File: config.mk
export PLATFORM = sky130hd
export DESIGN_NAME = usb_ls_rx
export DESIGN_NICKNAME = d
export VERILOG_FILES = /design/src/rtl/usb_ls_rx_pkg.sv /design/src/rtl/usb_ls_rx_timing.sv /design/src/rtl/usb_ls_rx_framer.sv /design/src/rtl/usb_ls_rx_deser.sv /design/src/rtl/usb_ls_rx.sv
export SDC_FILE = /design/constraint.sdc
export NUM_CORES = 1
export LEC_CHECK = 0
export BUFFER_PORTS_ARGS = -buffer_cell sky130_fd_sc_hd__buf_2
export CAP_MARGIN = 25
export CORE_ASPECT_RATIO = 0.75
export CORE_MARGIN = 8
export CORE_UTILIZATION = 35
export CTS_BUF_LIST = sky130_fd_sc_hd__clkbuf_8 sky130_fd_sc_hd__clkbuf_16
export DETAILED_ROUTE_END_ITERATION = 8
export GPL_ROUTABILITY_DRIVEN = 1
export PLACE_DENSITY = 0.55
export SETUP_SLACK_MARGIN = 0.4
export SYNTH_ARGS = -nofsm -noshare
export SYNTH_HDL_FRONTEND = slang
export SYNTH_SLANG_ARGS = --single-unit
File: constraint.sdc
create_clock -name clk -period 2.13 [get_ports clk]
set_clock_uncertainty 0.2 [all_clocks]
set_input_delay 0.426 -clock clk [delete_from_list [all_inputs] [get_ports clk]]
set_output_delay 0.426 -clock clk [all_outputs]
set_load 0.01 [all_outputs]
File: src/rtl/usb_ls_rx_pkg.sv
package usb_ls_rx_pkg;

    // Line state encoded as {dp, dm}
    typedef enum logic [1:0] {
        LN_SE0 = 2'b00,
        LN_J   = 2'b01,
        LN_K   = 2'b10,
        LN_SE1 = 2'b11
    } line_e;

    typedef enum logic [1:0] {
        FR_IDLE,
        FR_SYNC,
        FR_DATA,
        FR_DRAIN
    } frame_e;

    // Number of equal line samples (decoded ones) that forces a stuffed bit
    localparam int STUFF_RUN = 6;

    function automatic line_e to_line(input logic dp, input logic dm);
        return line_e'({dp, dm});
    endfunction

endpackage

File: src/rtl/usb_ls_rx_timing.sv
module usb_ls_rx_timing
    import usb_ls_rx_pkg::*;
#(
    parameter int BIT_CLKS = 11
) (
    input  logic  clk,
    input  logic  rst,
    input  logic  dp,
    input  logic  dm,
    output line_e line,
    output line_e line_prev,
    output logic  edge_seen,
    output logic  sample
);
    localparam int HALF = BIT_CLKS / 2;
    localparam int CW   = $clog2(BIT_CLKS);

    line_e         line_q, line_p;
    logic [CW-1:0] ph_q;

    always_ff @(posedge clk) begin
        if (rst) begin
            line_q <= LN_J;
            line_p <= LN_J;
        end else begin
            line_q <= to_line(dp, dm);
            line_p <= line_q;
        end
    end

    assign edge_seen = (line_q != line_p);
    assign sample    = !edge_seen && (ph_q == '0);

    // Bit timer: re-centred on every transition, free running otherwise
    always_ff @(posedge clk) begin
        if (rst) begin
            ph_q <= CW'(BIT_CLKS - 1);
        end else if (edge_seen) begin
            ph_q <= CW'(HALF - 1);
        end else if (ph_q == '0) begin
            ph_q <= CW'(BIT_CLKS - 1);
        end else begin
            ph_q <= ph_q - 1'b1;
        end
    end

    assign line      = line_q;
    assign line_prev = line_p;

endmodule

File: src/rtl/usb_ls_rx_framer.sv
module usb_ls_rx_framer
    import usb_ls_rx_pkg::*;
#(
    parameter int SYNC_BITS = 8
) (
    input  logic  clk,
    input  logic  rst,
    input  line_e line,
    input  line_e line_prev,
    input  logic  edge_seen,
    input  logic  sample,
    input  logic  ovf_hit,
    output logic  sync_done,
    output logic  bit_en,
    output logic  pkt_end,
    output logic  sync_err
);
    localparam int SW = $clog2(SYNC_BITS + 1);

    frame_e        st_q;
    logic [SW-1:0] scnt_q;
    logic          prev_k_q;
    logic          start;

    assign start     = edge_seen && (line_prev == LN_J) && (line == LN_K);
    assign sync_done = (st_q == FR_SYNC) && sample && (line == LN_K) && prev_k_q;
    assign bit_en    = (st_q == FR_DATA) && sample && (line != LN_SE0);

    always_ff @(posedge clk) begin
        if (rst) begin
            st_q     <= FR_IDLE;
            scnt_q   <= '0;
            prev_k_q <= 1'b0;
            pkt_end  <= 1'b0;
            sync_err <= 1'b0;
        end else begin
            pkt_end  <= 1'b0;
            sync_err <= 1'b0;
            case (st_q)
                FR_IDLE: begin
                    if (start) begin
                        st_q     <= FR_SYNC;
                        scnt_q   <= '0;
                        prev_k_q <= 1'b0;
                    end
                end
                FR_SYNC: begin
                    if (sample) begin
                        if (line == LN_SE0) begin
                            sync_err <= 1'b1;
                            st_q     <= FR_IDLE;
                        end else if (sync_done) begin
                            st_q <= FR_DATA;
                        end else if (scnt_q == SW'(SYNC_BITS - 1)) begin
                            sync_err <= 1'b1;
                            st_q     <= FR_IDLE;
                        end else begin
                            scnt_q   <= scnt_q + 1'b1;
                            prev_k_q <= (line == LN_K);
                        end
                    end
                end
                FR_DATA: begin
                    if (sample) begin
                        if (line == LN_SE0) begin
                            pkt_end <= 1'b1;
                            st_q    <= FR_IDLE;
                        end else if (ovf_hit) begin
                            st_q <= FR_DRAIN;
                        end
                    end
                end
                FR_DRAIN: begin
                    if (sample && (line == LN_SE0)) begin
                        st_q <= FR_IDLE;
                    end
                end
                default: st_q <= FR_IDLE;
            endcase
        end
    end

endmodule

File: src/rtl/usb_ls_rx_deser.sv
module usb_ls_rx_deser
    import usb_ls_rx_pkg::*;
#(
    parameter int BUF_BYTES = 8
) (
    input  logic       clk,
    input  logic       rst,
    input  logic       clear,
    input  logic       bit_en,
    input  line_e      line,
    output logic [7:0] rx_byte,
    output logic       rx_valid,
    output logic       overflow,
    output logic       ovf_hit
);
    localparam int BW = $clog2(BUF_BYTES + 1);

    line_e         prev_q;
    logic [2:0]    ones_q;
    logic [2:0]    bcnt_q;
    logic [7:0]    sr_q;
    logic [BW-1:0] budget_q;

    logic       data_bit;
    logic       stuff_slot;
    logic       byte_done;
    logic [7:0] next_sr;

    always_comb begin
        data_bit   = (line == prev_q);
        stuff_slot = (ones_q == 3'(STUFF_RUN));
        next_sr    = {data_bit, sr_q[7:1]};
        byte_done  = bit_en && !stuff_slot && (bcnt_q == 3'd7);
        ovf_hit    = byte_done && (budget_q == '0);
    end

    always_ff @(posedge clk) begin
        if (rst) begin
            prev_q   <= LN_K;
            ones_q   <= '0;
            bcnt_q   <= '0;
            sr_q     <= '0;
            budget_q <= BW'(BUF_BYTES);
            rx_byte  <= '0;
            rx_valid <= 1'b0;
            overflow <= 1'b0;
        end else begin
            rx_valid <= 1'b0;
            overflow <= 1'b0;
            if (clear) begin
                prev_q   <= line;
                ones_q   <= '0;
                bcnt_q   <= '0;
                budget_q <= BW'(BUF_BYTES);
            end else if (bit_en) begin
                prev_q <= line;
                if (stuff_slot) begin
                    ones_q <= '0;
                end else begin
                    sr_q   <= next_sr;
                    bcnt_q <= bcnt_q + 1'b1;
                    ones_q <= data_bit ? ones_q + 1'b1 : 3'd0;
                    if (byte_done) begin
                        if (budget_q == '0) begin
                            overflow <= 1'b1;
                        end else begin
                            rx_valid <= 1'b1;
                            rx_byte  <= next_sr;
                            budget_q <= budget_q - 1'b1;
                        end
                    end
                end
            end
        end
    end

endmodule

File: src/rtl/usb_ls_rx.sv
module usb_ls_rx
    import usb_ls_rx_pkg::*;
#(
    parameter int BIT_CLKS  = 11,
    parameter int BUF_BYTES = 8,
    parameter int SYNC_BITS = 8
) (
    input  logic       clk,
    input  logic       rst,
    input  logic       dp,
    input  logic       dm,
    output logic [7:0] rx_byte,
    output logic       rx_valid,
    output logic       pkt_end,
    output logic       overflow,
    output logic       sync_err
);
    line_e line, line_prev;
    logic  edge_seen, sample;
    logic  sync_done, bit_en, ovf_hit;

    usb_ls_rx_timing #(.BIT_CLKS(BIT_CLKS)) u_timing (
        .clk       (clk),
        .rst       (rst),
        .dp        (dp),
        .dm        (dm),
        .line      (line),
        .line_prev (line_prev),
        .edge_seen (edge_seen),
        .sample    (sample)
    );

    usb_ls_rx_framer #(.SYNC_BITS(SYNC_BITS)) u_framer (
        .clk       (clk),
        .rst       (rst),
        .line      (line),
        .line_prev (line_prev),
        .edge_seen (edge_seen),
        .sample    (sample),
        .ovf_hit   (ovf_hit),
        .sync_done (sync_done),
        .bit_en    (bit_en),
        .pkt_end   (pkt_end),
        .sync_err  (sync_err)
    );

    usb_ls_rx_deser #(.BUF_BYTES(BUF_BYTES)) u_deser (
        .clk      (clk),
        .rst      (rst),
        .clear    (sync_done),
        .bit_en   (bit_en),
        .line     (line),
        .rx_byte  (rx_byte),
        .rx_valid (rx_valid),
        .overflow (overflow),
        .ovf_hit  (ovf_hit)
    );

endmodule

==> results_dict.tcl <==
set metrics [dict create \
    vias_per_cell 4.950 \
    die_h_um 82.74 \
    slew_headroom_pct 62.50 \
    startpoint "u_timing.ph_q[1]" \
    clk_latency_ns 0.30 \
    num_vias 1698 \
    routabilityCongestion 0.8462 \
    synth-seq-cells 46 \
    synth_area_leaders "dfxtp_1 (44%), mux2i_1 (8.2%), nor2_1 (5.4%)" \
    firstDrtPassIters 4 \
    r2r-start "u_timing.ph_q[1]" \
    startpoint_type "register" \
    grt_max_degree 28 \
    initial_utilization_pct 36.05 \
    grt_pass1_vias 1670 \
    cts_tree "done" \
    stdcell_area_um2 2703 \
    nets 275 \
    core_area_um2 5766 \
    p_sw_share_pct 25.66 \
    io_pins 16 \
    num_rows 24 \
    cts_sinks 46 \
    path_clk_slew_ns 0.09 \
    ys_async_sr_fraction_pct 0 \
    synthDistinctLibCells 48 \
    period_minus_slack_ns 2.103 \
    grt_first_pass_wirelength_um 8252 \
    whs_ns 0.1094 \
    post-dp-hpwl_um 3209 \
    max-cap-violations 0 \
    ant_nets 0 \
    internal_power_mw 1.171 \
    max_freq_mhz 475.5 \
    post_dp_cell_area_um2 2400 \
    io_buffer_count 15 \
    pwr-share-comb_pct 9.4 \
    n_antenna_cell 0 \
    postSynthAreaPerCell_um2 9.278 \
    power_density_nw_per_um2 583.1 \
    synth.most_common_cell "dfxtp_1" \
    synthCells 224 \
    floorplan.die_area_um2 8686 \
    synthToLayoutAreaGrowth_pct 30.04 \
    routed_wirelength_um 4740 \
    ir_drop_uv 393.0 \
    seq_area_frac_synth_pct 44.31 \
    grt_overflow 0 \
    root_buffer "clkbuf_8" \
    ys_warn_count 0 \
    worst_slack_ns 0.02708 \
    first_iter_violations 87 \
    rrSetupSlack_ns 0.03 \
    worstMarginPinSlew_ns 0.5625 \
    syn_nets 235 \
    wl_per_cell_um 13.82 \
    instances_no_fill 343 \
    drv_slew 0 \
    synthTopCellsByCount "dfxtp_1 (46), nor2_1 (30), mux2i_1 (17)" \
    postCtsHoldBufs 0 \
    endpoint "u_framer.scnt_q[2]" \
    leakagePower_nw 1.060 \
    p_sw_mw 0.4044 \
    grtUsageTotal_pct 11.66 \
    status "completed" \
    synth_edf_count 0 \
    clockBufferDepth 2 \
    hold_violations 0 \
    worst_setup_path_end_kind "register" \
    cts_max_level 2 \
    dp_slack_ns -0.05761 \
    arrival_ns 2.10 \
    hp-class "in2reg" \
    path_class "reg2reg" \
    power_frac_seq_pct 56.5 \
    synth_area_um2 2078 \
    power_mw 1.576 \
    r2r_cells 8 \
    worstPathMaxFanout 7 \
    die_x_um 105.0 \
    yosysTopAreaCell "dfxtp_1" \
    antenna_found_initial 0 \
    period_share_pct 98.73 \
    p_clk_share_pct 34.1 \
    r2r-end "u_framer.scnt_q[2]" \
    layout-drive-gt1-share_pct 33.96 \
    drc 0 \
    required_ns 2.13 \
    rsz0062_at_grt "yes" \
    placedCellCount 328 \
    numCtsBuffers 5 \
    synthFlopType "dfxtp_1" \
    yosys.area.top_type_share_pct 44.31 \
    finalSetupViolCount 0 \
]
flip-flops by register name (all words and copies together) (netlist names):
signal and cells:
u_deser.bcnt_q 3, u_deser.budget_q 4, u_deser.ones_q 3, u_deser.overflow 1, u_deser.prev_q 2, u_deser.rx_byte 8
u_deser.rx_valid 1, u_deser.sr_q 7, u_framer.pkt_end 1, u_framer.prev_k_q 1, u_framer.scnt_q 4, u_framer.st_q 2
u_framer.sync_err 1, u_timing.line 2, u_timing.line_prev 2, u_timing.ph_q 4
how the worst min path moves through the flow:
stage / start / slack (ns) / cells after the start / endpoint
6_report: dm / 0.11 / 2 / u_timing.line[0]
3_3_place_gp: u_deser.ones_q[1] / 0.26 / 2 / u_deser.ones_q[1]
2_1_floorplan: u_timing.ph_q[0] / 0.20 / 1 / u_timing.ph_q[0]
3_5_place_dp: u_framer.scnt_q[3] / 0.26 / 1 / u_framer.scnt_q[3]
4_1_cts: dm / 0.1 / 2 / u_timing.line[0]
5_1_grt: dm / 0.11 / 2 / u_timing.line[0]
metrics by stage:
stage               util (%)  setup TNS [ns]
finish                 46.88               0
global placement       41.62       -0.008817
floorplan                  -         -0.5616
CTS                    45.59               0
detailed placement     41.62         -0.2350
global route           46.88         -0.4828
critical path, cell delays in order (launching register included):
cell     delay [ns]
dfxtp_2        0.33
inv_2          0.07
ha_4           0.13
nor3b_4        0.18
or3b_4         0.42
buf_8          0.15
o311a_4        0.31
o21ai_1        0.13
o21ai_1        0.08
metal layers:
| metal | vias up | wire (um) | GRT usage (%) |
|---|---|---|---|
| met4 | 0 | 36 | 3.546 |
| li1 | 871 | - | - |
| met1 | 800 | 2527 | 16.42 |
| met3 | 5 | 133 | 2.791 |
| met2 | 22 | 2042 | 17.28 |
| met5 | - | 0 | 0 |
power groups by stage:
stage          clock [mW]  combinational, mW  sequential (mW)
5_1_grt             0.602              0.163            0.894
6_report            0.537              0.148            0.891
2_1_floorplan           0             0.0763            0.904
4_1_cts             0.560              0.136            0.891
3_5_place_dp            0              0.117            0.908
3_3_place_gp            0              0.116            0.908
cells in the final DEF, fill, tap and decap left out, drive strengths merged, types with 3 or more instances in the layout:
cell,netlist,final
nand4,4,4
inv,6,6
nor4,4,4
nor3,4,4
nand2,12,12
or2,5,5
o21ai,8,8
nand3,8,8
nand3b,3,3
a21oi,11,11
clkbuf,4,5
nor2b,5,5
xor2,3,3
nor3b,3,3
or3,5,5
nand2b,6,6
nor2,30,30
mux2i,17,17
clkinv,1,3
xnor2,3,3
dfxtp,46,46
buf,5,42
ha,7,7
cell type report:
class | instances | area [um2]
clock inverters | 3 | 21.27
flip-flops and latches | 46 | 928.4
repair buffers | 42 | 317.8
fillers | 575 | 3063
multi-input cells | 162 | 1242
well taps | 78 | 97.59
clock buffers | 5 | 68.82
inverters | 7 | 26.28
cells by family after synthesis:
kind of cell,Yosys count,synth area share (%)
xor+xnor,6,2.529
buf+inv,16,3.612
flops,46,44.31
compound gates,33,10.48
mux,17,8.188
fa+ha+maj,7,4.214
simple gates,99,26.67
what timing repair did:
item,in CTS,in global routing
pin swaps,11,5
gates resized for setup,22,13
gates cloned,0,0
endpoints found under the setup margin,38,38
setup buffers,5,2
Power figures use the tool's default switching activity.
